===== src/rtl/gpd_pkg.sv =====
package gpd_pkg;
  typedef enum logic [1:0] {
    ST_TAG   = 2'd0,
    ST_DATA  = 2'd1,
    ST_WRITE = 2'd2,
    ST_ACK   = 2'd3
  } gpd_state_e;
endpackage


===== src/rtl/gpd_tag_decode.sv =====
module gpd_tag_decode #(
  parameter int QW_W  = 128,
  parameter int CNT_W = 4,
  parameter int SEL_W = 8,
  parameter logic [SEL_W-1:0] BG_SEL = 8'h0E
) (
  input  logic [QW_W-1:0]  tag,
  output logic [CNT_W-1:0] cnt,
  output logic [SEL_W-1:0] sel,
  output logic             ok
);
  localparam int SEL_LSB = CNT_W;

  always_comb begin
    cnt = tag[CNT_W-1:0];
    sel = tag[SEL_LSB +: SEL_W];
    ok  = (cnt == CNT_W'(1)) && (sel == BG_SEL);
  end
endmodule


===== src/rtl/gpd_ctrl.sv =====
module gpd_ctrl
  import gpd_pkg::*;
(
  input  logic clk,
  input  logic rst_n,
  input  logic in_valid,
  input  logic tag_ok,
  output logic in_ready,
  output logic take_tag,
  output logic take_data,
  output logic wr_en,
  output logic pkt_done,
  output logic pkt_err
);
  gpd_state_e state_q, state_d;
  logic       err_q;

  always_comb begin
    in_ready  = (state_q == ST_TAG) || (state_q == ST_DATA);
    take_tag  = in_valid && (state_q == ST_TAG);
    take_data = in_valid && (state_q == ST_DATA);
    wr_en     = (state_q == ST_WRITE);
    pkt_done  = (state_q == ST_ACK);
    pkt_err   = (state_q == ST_ACK) && err_q;
  end

  always_comb begin
    state_d = state_q;
    unique case (state_q)
      ST_TAG:   if (take_tag) state_d = tag_ok ? ST_DATA : ST_ACK;
      ST_DATA:  if (take_data) state_d = ST_WRITE;
      ST_WRITE: state_d = ST_ACK;
      ST_ACK:   state_d = ST_TAG;
      default:  state_d = ST_TAG;
    endcase
  end

  always_ff @(posedge clk or negedge rst_n) begin
    if (!rst_n) begin
      state_q <= ST_TAG;
      err_q   <= 1'b0;
    end else begin
      state_q <= state_d;
      if (take_tag) err_q <= !tag_ok;
    end
  end
endmodule


===== src/rtl/gpd_trace.sv =====
module gpd_trace #(
  parameter int QW_W   = 128,
  parameter int CNT_W  = 4,
  parameter int SEL_W  = 8,
  parameter int SUM_W  = 16,
  parameter int OFS_W  = 8,
  parameter int RGB_W  = 24,
  parameter int PATH_W = 4,
  parameter logic [PATH_W-1:0] PATH_ID = 4'd2,
  parameter logic [OFS_W-1:0]  BG_OFS  = 8'hE0
) (
  input  logic              clk,
  input  logic              rst_n,
  input  logic              take_tag,
  input  logic              take_data,
  input  logic [QW_W-1:0]   beat,
  input  logic [CNT_W-1:0]  cnt,
  input  logic [SEL_W-1:0]  sel,
  input  logic              tag_ok,
  output logic              tag_trc_vld,
  output logic [PATH_W-1:0] tag_trc_path,
  output logic [SUM_W-1:0]  tag_trc_sum,
  output logic [SEL_W-1:0]  tag_trc_target,
  output logic [CNT_W-1:0]  tag_trc_count,
  output logic              tag_trc_err,
  output logic              wr_trc_vld,
  output logic [OFS_W-1:0]  wr_trc_ofs,
  output logic [RGB_W-1:0]  wr_trc_val,
  output logic [PATH_W-1:0] wr_trc_src,
  output logic [7:0]        wr_trc_rsvd
);
  logic tvld_q, wvld_q;

  always_ff @(posedge clk or negedge rst_n) begin
    if (!rst_n) begin
      tvld_q <= 1'b0;
      wvld_q <= 1'b0;
    end else begin
      tvld_q <= take_tag;
      wvld_q <= take_data;
    end
  end

  always_ff @(posedge clk or negedge rst_n) begin
    if (!rst_n) begin
      tag_trc_sum    <= '0;
      tag_trc_target <= '0;
      tag_trc_count  <= '0;
      tag_trc_err    <= 1'b0;
    end else if (take_tag) begin
      tag_trc_sum    <= beat[SUM_W-1:0];
      tag_trc_target <= sel;
      tag_trc_count  <= cnt;
      tag_trc_err    <= !tag_ok;
    end
  end

  always_ff @(posedge clk or negedge rst_n) begin
    if (!rst_n) wr_trc_val <= '0;
    else if (take_data) wr_trc_val <= beat[RGB_W-1:0];
  end

  always_comb begin
    tag_trc_vld  = tvld_q;
    tag_trc_path = tvld_q ? PATH_ID : '0;
    wr_trc_vld   = wvld_q;
    wr_trc_ofs   = wvld_q ? BG_OFS : '0;
    wr_trc_src   = wvld_q ? PATH_ID : '0;
    wr_trc_rsvd  = '0;
  end
endmodule


===== src/rtl/gfx_pkt_decoder.sv =====
module gfx_pkt_decoder #(
  parameter int QW_W   = 128,
  parameter int CNT_W  = 4,
  parameter int SEL_W  = 8,
  parameter int SUM_W  = 16,
  parameter int OFS_W  = 8,
  parameter int RGB_W  = 24,
  parameter int PATH_W = 4,
  parameter logic [PATH_W-1:0] PATH_ID = 4'd2,
  parameter logic [SEL_W-1:0]  BG_SEL  = 8'h0E,
  parameter logic [OFS_W-1:0]  BG_OFS  = 8'hE0
) (
  input  logic              clk,
  input  logic              rst_n,
  input  logic              in_valid,
  input  logic [QW_W-1:0]   in_data,
  output logic              in_ready,
  output logic              pkt_done,
  output logic              pkt_err,
  output logic              wr_en,
  output logic [OFS_W-1:0]  wr_ofs,
  output logic [RGB_W-1:0]  wr_data,
  output logic              tag_trc_vld,
  output logic [PATH_W-1:0] tag_trc_path,
  output logic [SUM_W-1:0]  tag_trc_sum,
  output logic [SEL_W-1:0]  tag_trc_target,
  output logic [CNT_W-1:0]  tag_trc_count,
  output logic              tag_trc_err,
  output logic              wr_trc_vld,
  output logic [OFS_W-1:0]  wr_trc_ofs,
  output logic [RGB_W-1:0]  wr_trc_val,
  output logic [PATH_W-1:0] wr_trc_src,
  output logic [7:0]        wr_trc_rsvd
);
  logic [CNT_W-1:0] cnt;
  logic [SEL_W-1:0] sel;
  logic             tag_ok, take_tag, take_data;
  logic [RGB_W-1:0] colour_q;

  gpd_tag_decode #(.QW_W(QW_W), .CNT_W(CNT_W), .SEL_W(SEL_W), .BG_SEL(BG_SEL)) u_dec (
    .tag(in_data), .cnt(cnt), .sel(sel), .ok(tag_ok)
  );

  gpd_ctrl u_ctrl (
    .clk(clk), .rst_n(rst_n), .in_valid(in_valid), .tag_ok(tag_ok),
    .in_ready(in_ready), .take_tag(take_tag), .take_data(take_data),
    .wr_en(wr_en), .pkt_done(pkt_done), .pkt_err(pkt_err)
  );

  gpd_trace #(
    .QW_W(QW_W), .CNT_W(CNT_W), .SEL_W(SEL_W), .SUM_W(SUM_W), .OFS_W(OFS_W),
    .RGB_W(RGB_W), .PATH_W(PATH_W), .PATH_ID(PATH_ID), .BG_OFS(BG_OFS)
  ) u_trc (
    .clk(clk), .rst_n(rst_n), .take_tag(take_tag), .take_data(take_data),
    .beat(in_data), .cnt(cnt), .sel(sel), .tag_ok(tag_ok),
    .tag_trc_vld(tag_trc_vld), .tag_trc_path(tag_trc_path), .tag_trc_sum(tag_trc_sum),
    .tag_trc_target(tag_trc_target), .tag_trc_count(tag_trc_count), .tag_trc_err(tag_trc_err),
    .wr_trc_vld(wr_trc_vld), .wr_trc_ofs(wr_trc_ofs), .wr_trc_val(wr_trc_val),
    .wr_trc_src(wr_trc_src), .wr_trc_rsvd(wr_trc_rsvd)
  );

  always_ff @(posedge clk or negedge rst_n) begin
    if (!rst_n) colour_q <= '0;
    else if (take_data) colour_q <= in_data[RGB_W-1:0];
  end

  always_comb begin
    wr_data = wr_en ? colour_q : '0;
    wr_ofs  = wr_en ? BG_OFS : '0;
  end
endmodule


===== config.mk =====
export PLATFORM = sky130hd
export DESIGN_NAME = gfx_pkt_decoder
export DESIGN_NICKNAME = d
export VERILOG_FILES = /design/src/rtl/gpd_pkg.sv /design/src/rtl/gpd_tag_decode.sv /design/src/rtl/gpd_ctrl.sv /design/src/rtl/gpd_trace.sv /design/src/rtl/gfx_pkt_decoder.sv
export SDC_FILE = /design/constraint.sdc
export NUM_CORES = 1
export LEC_CHECK = 0
export ABC_AREA = 1
export BUFFER_PORTS_ARGS = -buffer_cell sky130_fd_sc_hd__clkbuf_2
export CORE_AREA = 2 2 96 98
export DETAILED_ROUTE_END_ITERATION = 8
export DIE_AREA = 0 0 98 100
export PLACE_DENSITY = 0.75
export SYNTH_ARGS = -nofsm -noshare
export SYNTH_HDL_FRONTEND = slang
export SYNTH_SLANG_ARGS = --single-unit

===== constraint.sdc =====
create_clock -name clk -period 1.4 [get_ports clk]
set_clock_uncertainty 0.05 [all_clocks]
set_input_delay 0.14 -clock clk [delete_from_list [all_inputs] [get_ports clk]]
set_output_delay 0.14 -clock clk [all_outputs]
set_load 0.01 [all_outputs]

==> metrics.md, run 1 <==
| Metric | Value |
|---|---|
| Status | complete, but fails checks |
| Failing checks | setup timing |
| Initial DRC Count | 34 |
| # rows | 35 |
| VDD IR max | 1.045 mV |
| Initial Utilization | 27.52% |
| Synth cell types | 18 |
| Switch share | 43.06% |
| Seq cells post-synth | 45 |
| N_diodes | 0 |
| Slowest stage delay, CP | 400 ps |
| TNS Setup | -4055 ps |
| Die footprint | 9800 um^2 |
| Mapped cell area | 2446 um^2 |
| Antenna violations before repair | 0 |
| Clock network power share | 11.6% |
| Layout area overhead | 34.42% |
| Peak Freq | 0.6391 GHz |
| Pwr/cell area | 2158 nW/um^2 |
| Core Area | 8890 um^2 |
| Detailed-route wire length | 5.951 mm |
| WL per Instance | 11.58 um |
| Final period util | 111.8% |
| Internal Pwr Total | 4.041 mW |
| Pins Over Slew Limit | 0 |
| Clock sinks | 45 |
| Final core utilization | 36.99% |
| Max Root-Sink Buffers | 2 |
| Number of I/O pins | 246 |
| H-tree Lvls | 2 |
| Clock Tree Root | clkbuf_8 |
| Share of cells above drive strength 1 | 43.18% |
| Min cycle time layout | 1565 ps |
| Worst path slowest cell | dfrtp_1 |
| Vias in the first global route | 1898 |
| Critical Path RT | 1210 ps |
| CP Cell Sequence | buf_6, ha_4, buf_12, nand2_1, inv_1, clkbuf_2 |
| Total gr overflow | 0 |
| Layout Cells excl Fill | 514 |
| GRT Total Usage | 12.08% |
| CP Class | flip-flop to output pin |
| Final nets | 539 |
| Comb pwr share | 55.6% |
| RSZ-0062 raised after global routing | yes |
| Worst path top cell family by delay | buffers and inverters |
| Seq/Total Area, Yosys | 46.04% |
| Final WS setup | -164.6 ps |
| CTS tree | yes |
| Crit-path max FO | 10 |
| Dpl cells | 494 |
| Avg Synthesized Cell Area | 8.464 um^2 |
| Die Wd | 98 um |
| Buf+Inv Stages, Crit Path | 4 |
| Setup-failing EPs final | 31 |
| Multi-input logic area | 875.8 um^2 |
| Crit. End Element | output pin |
| Vias | 2061 |
| DRC | 0 |
| First-pass GRT wire length | 9.432 mm |
| Fillcell total | 909 |
| Startpoint types | flip-flop |
| TritonCTS Buffers | 5 |
| Ys Warns | 0 |
| Leak | 2.015 nW |
| Clk slew on worst S/H paths | 80 ps |
| Largest net degree at the start of global routing | 46 |
| Register area | 1126 um^2 |
| Design area | 3288 um^2 |
| Die Y | 100 um |
| Worst-Skew Late Latency | 290 ps |
| Hold/Removal Path Class | input port to flip-flop |
| Net Sw Power | 3.056 mW |
| Pre-antenna DRT Iters | 4 |
| WP data arrival | 1370 ps |
| DP HPWL | 4.371 mm |
| Number of max-cap violations | 0 |
| Port bufs | 117 |
| RD Place Congestion | 0.7567 |
| Area post-placement | 2978 um^2 |
| Seq pwr share | 32.8% |
| Final hold violation count | 0 |
| Commonest non-fill, non-tap cell in the layout | clkbuf_2 |
| Post-Place Worst Slack | -25.63 ps |
| Post-Synthesis Cells | 289 |
| ANT nets after route | 0 |
| Commonest cells after routing, fill and taps aside | clkbuf_2 (112), nand2_1 (87), dfrtp_1 (45) |
| Vias/cell | 4.010 |
worst paths after layout:
kind	from	depth (start not counted)	slack [ps]	end
worst max register to register	u_ctrl.state_q[1]$_DFFE_PN0P_	6	30	u_trc.wr_trc_val[11]$_DFFE_PN0P_
worst min register to register	u_trc.tag_trc_sum[13]$_DFFE_PN0P_	2	440	u_trc.tag_trc_sum[13]$_DFFE_PN0P_
max in group asynchronous	rst_n	3	770	u_trc.wr_trc_val[10]$_DFFE_PN0P_
min in group asynchronous	rst_n	3	310	u_trc.tag_trc_count[1]$_DFFE_PN0P_
worst min-delay path	in_data[2]	3	50	u_trc.wr_trc_val[2]$_DFFE_PN0P_
worst max-delay path	u_ctrl.state_q[1]$_DFFE_PN0P_	6	-160	wr_data[22]
per-layer routing:
metal	routed length [um]	up-vias	global-route usage [%]
met3	468	6	2.786
met2	2685	114	19.39
met5	0	-	0
li1	-	1015	-
met4	59	0	2.564
met1	2738	926	16.78
cell families after synthesis:
group	Yosys count	synth area share (%)
AND/OR/NAND/NOR	102	15.96
buffers and inverters	101	24.25
AO/OA/AOI/OAI	35	11.05
flip-flops	45	46.04
other	1	0.1533
adder cells (fa/ha/maj)	5	2.558
worst register-to-register path, cell delays in order, from the launching register on:
cell and delay [ps]:
dfrtp_1 400, inv_1 150, ha_2 230, nand2_2 110, buf_12 180, nand2_1 90
o21ai_2 50
power by group through the flow:
stage               Clock, mW  Combinational (mW)  Sequential [mW]
finish                  0.824                3.94             2.33
global route            0.908                4.33             2.42
CTS                     0.876                3.83             2.34
detailed placement          0                3.53             2.35
global placement            0                3.44             2.31
floorplan                   0                2.12             2.54
area by class of cell:
cell class | count | area share, %
Tap cell | 111 | 4.224
Clock buffer | 6 | 2.511
Multi-Input combinational cell | 166 | 26.64
Timing Repair Buffer | 138 | 26.79
Inverter | 47 | 5.365
Clock inverter | 1 | 0.2283
Sequential cell | 45 | 34.25
Yosys cell counts (all sizes together):
| master | count | area share [%] |
|---|---|---|
| a21oi | 1 | 0.20 |
| nand2 | 91 | 14 |
| buf | 54 | 17 |
| a31oi | 1 | 0.26 |
| nor3 | 1 | 0.20 |
| nor2 | 9 | 1.4 |
| inv | 47 | 7.2 |
| ha | 5 | 2.6 |
| dfrtp | 45 | 46 |
| conb | 1 | 0.15 |
| nand3 | 1 | 0.20 |
| o21ai | 33 | 11 |
registers in the layout, indices dropped and copies added (netlist names):
| register | cells |
|---|---|
| u_trc.wr_trc_val | 24 |
| u_trc.tag_trc_target | 7 |
| u_trc.tag_trc_sum | 6 |
| u_trc.tag_trc_count | 3 |
| u_ctrl.state_q | 2 |
| u_ctrl.err_q | 1 |
| u_trc.tag_trc_vld | 1 |
| u_trc.wr_trc_vld | 1 |
repair_timing:
| action | CTS | global route |
|---|---|---|
| setup endpoints to repair | 45 | 52 |
| hold endpoints to repair | 53 | 0 |
| pin swaps | 1 | 0 |
| buffers inserted | 2 | 1 |
| hold buffers | 9 | 0 |
| resized for setup | 9 | 14 |
| cloned | 1 | 0 |
metrics by stage:
step           hold WS [ps]  total power [mW]
2_1_floorplan        -205.6             4.658
3_3_place_gp          88.46             5.749
3_5_place_dp          94.70             5.880
4_1_cts               33.91             7.042
5_1_grt               51.70             7.663
6_report              49.34             7.097
(Power assumes the default switching activity.)
==> run 2: changes to the inputs <==
==> constraint.sdc (replaced) <==
create_clock -name clk -period 1.4 [get_ports clk]
set_clock_uncertainty 0.05 [all_clocks]
set_input_delay 0 -clock clk [delete_from_list [all_inputs] [get_ports clk]]
set_output_delay 0 -clock clk [all_outputs]
set_load 0.01 [all_outputs]
==> metrics.md, run 2 (same netlist as run 1, synthesis figures left out) <==
| Metric | Value |
|---|---|
| Status | complete, but fails checks (unchanged) |
| Failing checks | setup timing (unchanged) |
| VDD IR max | 1.289 mV (was 1.045 mV) |
| Final hold violation count | 0 (unchanged) |
| Vias/cell | 4.125 (was 4.010) |
| Max reg flops | 24 (unchanged) |
| Final nets | 560 (was 539) |
| Pins Over Slew Limit | 0 (unchanged) |
| Fillcell total | 886 (was 909) |
| Worst-Skew Late Latency | 290 ps (about the same) |
| TritonCTS Buffers | 5 (unchanged) |
| Setup-failing EPs final | 30 (was 31) |
| RD Place Congestion | 0.8175 (was 0.7567) |
| DRC | 0 (unchanged) |
| # rows | 35 (unchanged) |
| Vias | 2207 (was 2061) |
| Area post-placement | 2938 um^2 (was 2978 um^2) |
| Final period util | 107.7% (was 111.8%) |
| Hold_ws | 273.7 ps (was 49.34 ps) |
| Pre-antenna DRT Iters | 4 (unchanged) |
| Top reg by flops | u_trc.wr_trc_val (unchanged) |
| CTS tree | yes (unchanged) |
| Clock sinks | 45 (unchanged) |
| RSZ-0062 raised after global routing | yes (unchanged) |
| Vias in the first global route | 1962 (was 1898) |
| Layout area overhead | 46.19% (was 34.42%) |
| CP Class | flip-flop to output pin (unchanged) |
| Pwr/cell area | 2109 nW/um^2 (was 2158 nW/um^2) |
| Leak | 2.152 nW (was 2.015 nW) |
| Commonest cells after routing, fill and taps aside | clkbuf_2 (89), nand2_1 (81), dfrtp_1 (45) (was clkbuf_2 (112), nand2_1 (87), dfrtp_1 (45)) |
| Initial DRC Count | 88 (was 34) |
| Die footprint | 9800 um^2 (unchanged) |
| Number of I/O pins | 246 (unchanged) |
| Core Area | 8890 um^2 (unchanged) |
| Final core utilization | 40.23% (was 36.99%) |
| H-tree Lvls | 2 (unchanged) |
| WL per Instance | 12.41 um (was 11.58 um) |
| Number of max-cap violations | 0 (unchanged) |
| Detailed-route wire length | 6.638 mm (was 5.951 mm) |
| Peak Freq | 0.6635 GHz (was 0.6391 GHz) |
| Design area | 3576 um^2 (was 3288 um^2) |
| Critical Path RT | 1350 ps (was 1210 ps) |
| Commonest non-fill, non-tap cell in the layout | clkbuf_2 (unchanged) |
| Die Wd | 98 um (unchanged) |
| Clock Tree Root | clkbuf_8 (unchanged) |
| DP HPWL | 4.359 mm (was 4.371 mm) |
| Transition time of the tightest slew-check pin | 585.1 ps |
| N_diodes | 0 (unchanged) |
| Share of cells above drive strength 1 | 44.81% (was 43.18%) |
| Die Y | 100 um (unchanged) |
| Crit-path max FO | 7 (was 10) |
| ANT nets after route | 0 (unchanged) |
| Crit. End Element | output pin (unchanged) |
| GRT Total Usage | 12.18% (was 12.08%) |
| Power Total | 7.540 mW (was 7.097 mW) |
| Top Registers | u_trc.wr_trc_val: 24 flops, u_trc.tag_trc_target: 7 flops, u_trc.tag_trc_sum: 6 flops (unchanged) |
| Initial Utilization | 27.52% (unchanged) |
| First-pass GRT wire length | 9.528 mm (was 9.432 mm) |
| Clk slew on worst S/H paths | 80 ps (about the same) |
| Slew HR | 60.99% |
| Hold/Removal Path Class | input port to asynchronous set/reset pin (was input port to flip-flop) |
| Antenna violations before repair | 0 (unchanged) |
| Port bufs | 117 (unchanged) |
| Startpoint types | flip-flop (unchanged) |
| Largest net degree at the start of global routing | 46 (unchanged) |
| Min cycle time layout | 1507 ps (was 1565 ps) |
| Total gr overflow | 0 (unchanged) |
| Max Root-Sink Buffers | 2 (unchanged) |
| WP data arrival | 1460 ps (was 1370 ps) |
| Final WS setup | -107.2 ps (was -164.6 ps) |
[run 2: changes by cell type in the layout (fill, tap and decap cells not counted), moves of 3 or more]
cell,previous run,this run
buf_2,3,16
nand2_1,87,81
buf_4,3,7
inv_1,43,36
dlygate4sd3_1,9,26
nand2_2,3,6
buf_6,4,12
inv_2,4,11
nand2_4,0,3
clkbuf_2,112,89
[run 2: power by group]
part           leakage, nW  total [mW]  switching (mW)  internal, mW
Clock               0.0433       0.825           0.434         0.391
Sequential           0.561        2.38           0.505          1.87
Combinational         1.55        4.34            2.31          2.03
[run 2: critical path: stages (launching register included)]
cell	delay, ps
dfrtp_1	430
inv_2	110
ha_4	200
clkbuf_16	180
nand2_1	50
inv_1	50
clkbuf_2	120
[run 2: final timing paths]
path                                                         from                                 to  slack [ps]  cells after the start
worst min-delay path                                        rst_n        u_trc.tag_trc_vld$_DFF_PN0_         270                      3
worst max-delay path                u_ctrl.state_q[0]$_DFFE_PN0P_                         wr_data[2]        -110                      6
worst min register to register  u_trc.tag_trc_sum[14]$_DFFE_PN0P_  u_trc.tag_trc_sum[14]$_DFFE_PN0P_         440                      2
min in group clk                                      in_data[19]   u_trc.wr_trc_val[19]$_DFFE_PN0P_         390                      4
max in group asynchronous                                   rst_n   u_trc.wr_trc_val[11]$_DFFE_PN0P_         620                      3
worst max register to register      u_ctrl.state_q[0]$_DFFE_PN0P_    u_trc.wr_trc_val[1]$_DFFE_PN0P_          20                      6
[run 2: per-layer routing]
metal	up-vias	part of all wire [%]	global-route usage, %
li1	1061	-	-
met1	1005	43	15.69
met2	133	47	20.65
met3	8	8.3	2.994
met4	0	1.4	3.098
met5	-	0	0
[run 2: repair_timing]
action / 4_1_cts / 5_1_grt
setup endpoints to repair: 30 / 55
buffers inserted: 1 / 5
hold buffers: 26 / 0
pin swaps: 0 / 1
endpoints found under the hold margin: 86 / 0
cloned: 0 / 2
resized for setup: 8 / 68
[run 2: cell type report]
class                   instances  area (um^2)  share of cell area, %
multi-input cells             166        890.9                  24.91
flip-flops and latches         45         1126                  31.49
repair buffers                159         1154                  32.26
well taps                     111        138.9                  3.884
clock buffers                   6        82.58                  2.309
inverters                      47        176.4                  4.934
clock inverters                 1        7.507                 0.2099
[run 2: stage by stage]
step	worst slack, ps	setup TNS [ps]	std cells
global route	-171.6	-3997	535
detailed placement	-28.00	-28.00	494
finish	-107.2	-1749	535
CTS	-84.05	-1286	528
global placement	70.94	0	494
floorplan	99.41	0	312
==> run 3: changes to the inputs <==
Settings changed: CELL_PAD_IN_SITES_DETAIL_PLACEMENT set to 1, CELL_PAD_IN_SITES_GLOBAL_PLACEMENT set to 1, CORE_AREA 2 2 96 98 to not set, CORE_MARGIN set to 2, CORE_UTILIZATION set to 23, DIE_AREA 0 0 98 100 to not set, PLACE_DENSITY 0.75 to 0.89.
==> metrics.md, run 3 (same netlist as run 1, synthesis figures left out) <==
| Metric | Value |
|---|---|
| TNS Setup | -161.9 ps (was -1749 ps) |
| RD Place Congestion | 0.7549 (was 0.8175) |
| RSZ-0062 raised after global routing | yes (unchanged) |
| Critical Path RT | 1350 ps (about the same) |
| Fillcell total | 1237 (was 886) |
| First-pass GRT wire length | 11.95 mm (was 9.528 mm) |
| VDD IR max | 0.9330 mV (was 1.289 mV) |
| Min cycle time layout | 1425 ps (was 1507 ps) |
| Port bufs | 117 (unchanged) |
| Initial DRC Count | 90 (was 88) |
| Largest net degree at the start of global routing | 33 (was 46) |
| WP data arrival | 1370 ps (was 1460 ps) |
| Top Registers | u_trc.wr_trc_val: 24 flops, u_trc.tag_trc_target: 7 flops, u_trc.tag_trc_sum: 6 flops (unchanged) |
| Pwr/cell area | 2068 nW/um^2 (was 2109 nW/um^2) |
| Antenna violations before repair | 0 (unchanged) |
| Met2 Use GR | 25.68% (was 20.65%) |
| Vias/cell | 3.995 (was 4.125) |
| Max Root-Sink Buffers | 2 (unchanged) |
| TritonCTS Buffers | 5 (unchanged) |
| DRC | 0 (unchanged) |
| Met3 Use GR | 2.796% (was 2.994%) |
| Hold/Removal Path Class | input port to asynchronous set/reset pin (unchanged) |
| Pre-antenna DRT Iters | 3 (was 4) |
| Crit. End Element | output pin (unchanged) |
| Vias in the first global route | 2364 (was 1962) |
| Clock sinks | 45 (unchanged) |
| # rows | 37 (was 35) |
| Worst-Skew Late Latency | 300 ps (was 290 ps) |
| Vias | 2233 (was 2207) |
| Core Area | 10320 um^2 (was 8890 um^2) |
| Max reg flops | 24 (unchanged) |
| Detailed-route wire length | 7.566 mm (was 6.638 mm) |
| Initial Utilization | 23.69% (was 27.52%) |
| DP HPWL | 5.490 mm (was 4.359 mm) |
| Share of cells above drive strength 1 | 43.50% (was 44.81%) |
| Commonest cells after routing, fill and taps aside | clkbuf_2 (99), nand2_1 (86), dfrtp_1 (43) (was clkbuf_2 (89), nand2_1 (81), dfrtp_1 (45)) |
| Final core utilization | 34.18% (was 40.23%) |
| CTS tree | yes (unchanged) |
| CP Class | flip-flop to output pin (unchanged) |
| Leak | 2.112 nW (was 2.152 nW) |
| Clock Tree Root | clkbuf_8 (unchanged) |
| Final nets | 558 (was 560) |
| Most used routing layer | met2 (unchanged) |
| Layout area overhead | 44.25% (was 46.19%) |
| Setup-failing EPs final | 13 (was 30) |
| Status | complete, but fails checks (unchanged) |
| Die Wd | 107.1 um (was 98 um) |
| Final WS setup | -24.86 ps (was -107.2 ps) |
| Final period util | 101.8% (was 107.7%) |
| Top reg by flops | u_trc.wr_trc_val (unchanged) |
| Clk slew on worst S/H paths | 100 ps (was 80 ps) |
| GRT Total Usage | 13.37% (was 12.18%) |
| WL per Instance | 13.53 um (was 12.41 um) |
| Startpoint types | flip-flop (unchanged) |
| FF-to-FF path depth | 6 (unchanged) |
| N_diodes | 0 (unchanged) |
| Total gr overflow | 0 (unchanged) |
| Final hold violation count | 0 (unchanged) |
| Failing checks | setup timing (unchanged) |
| Number of I/O pins | 246 (unchanged) |
| Number of max-cap violations | 0 (unchanged) |
| H-tree Lvls | 2 (unchanged) |
| ANT nets after route | 0 (unchanged) |
| Commonest non-fill, non-tap cell in the layout | clkbuf_2 (unchanged) |
| Crit-path max FO | 12 (was 7) |
| Peak Freq | 0.7018 GHz (was 0.6635 GHz) |
| Die footprint | 11480 um^2 (was 9800 um^2) |
| Pins Over Slew Limit | 0 (unchanged) |
| Die Y | 107.1 um (was 100 um) |
| GRT met1 Usage | 15.26% (was 15.69%) |
[run 3: cell count changes in the layout (fill, tap and decap cells not counted), moves of 3 or more]
cell	before	now
clkbuf_2	89	99
inv_1	36	40
nand2_2	6	3
nand2_1	81	86
inv_2	11	6
buf_6	12	6
[run 3: path summary, 6_finish.rpt]
check	from	end	slack (ps)
worst min-delay path	rst_n	u_trc.wr_trc_val[23]$_DFFE_PN0P_	130
worst min register to register	u_trc.tag_trc_sum[13]$_DFFE_PN0P_	u_trc.tag_trc_sum[13]$_DFFE_PN0P_	450
min in group clk	in_data[18]	u_trc.wr_trc_val[18]$_DFFE_PN0P_	380
worst max register to register	u_ctrl.state_q[1]$_DFFE_PN0P_	u_trc.tag_trc_sum[14]$_DFFE_PN0P_	40
max in group asynchronous	rst_n	u_trc.tag_trc_sum[11]$_DFFE_PN0P_	640
worst max-delay path	u_ctrl.state_q[0]$_DFFE_PN0P_	wr_data[7]	-20
[run 3: report_power, final]
group	internal, mW	total, mW	switching [mW]
clock	0.401	0.863	0.461
sequential	1.88	2.39	0.513
combinational	1.77	4.04	2.27
[run 3: stage by stage]
stage,hold slack (ps),setup WS [ps],cell area [um^2],std cells,power [mW]
floorplan,-345.6,99.41,2532,312,4.652
global placement,-87.21,56.12,2962,518,5.706
detailed placement,-77.73,-73.25,2962,518,5.917
CTS,144.3,-60.23,3446,557,7.198
global route,186.4,-122.6,3528,559,7.936
finish,130.4,-24.86,3528,559,7.296
[run 3: critical path, cell delays in order, from the launching register on]
cell and delay, ps:
dfrtp_2 450, inv_4 80, ha_4 170, buf_12 130, nand2_1 60, inv_1 60
buf_2 120
[run 3: repair_timing]
item / in CTS / in global routing
cloned: 1 / 0
pin swaps: 1 / 0
setup endpoints to repair: 49 / 67
hold buffers: 26 / 0
hold endpoints to repair: 86 / 0
gates resized for setup: 19 / 33
setup buffers: 4 / 2
[run 3: per-layer routing]
layer  wire (um)  up-vias  share of wire (%)
li1            -     1054                  -
met1        3090     1074                 41
met2        3940      103                 52
met3         513        2                6.8
met4          22        0               0.29
met5           0        -                  0
[run 3: final cells by class]
class / count / area, um^2 / share of cell area [%]
tap: 136 / 170.2 / 4.823
clock inverter: 2 / 13.76 / 0.3901
inverter: 47 / 178.9 / 5.071
timing repair buffer: 157 / 1060 / 30.04
sequential: 45 / 1129 / 31.99
multi-input combinational: 166 / 894.6 / 25.35
clock buffer: 6 / 82.58 / 2.340
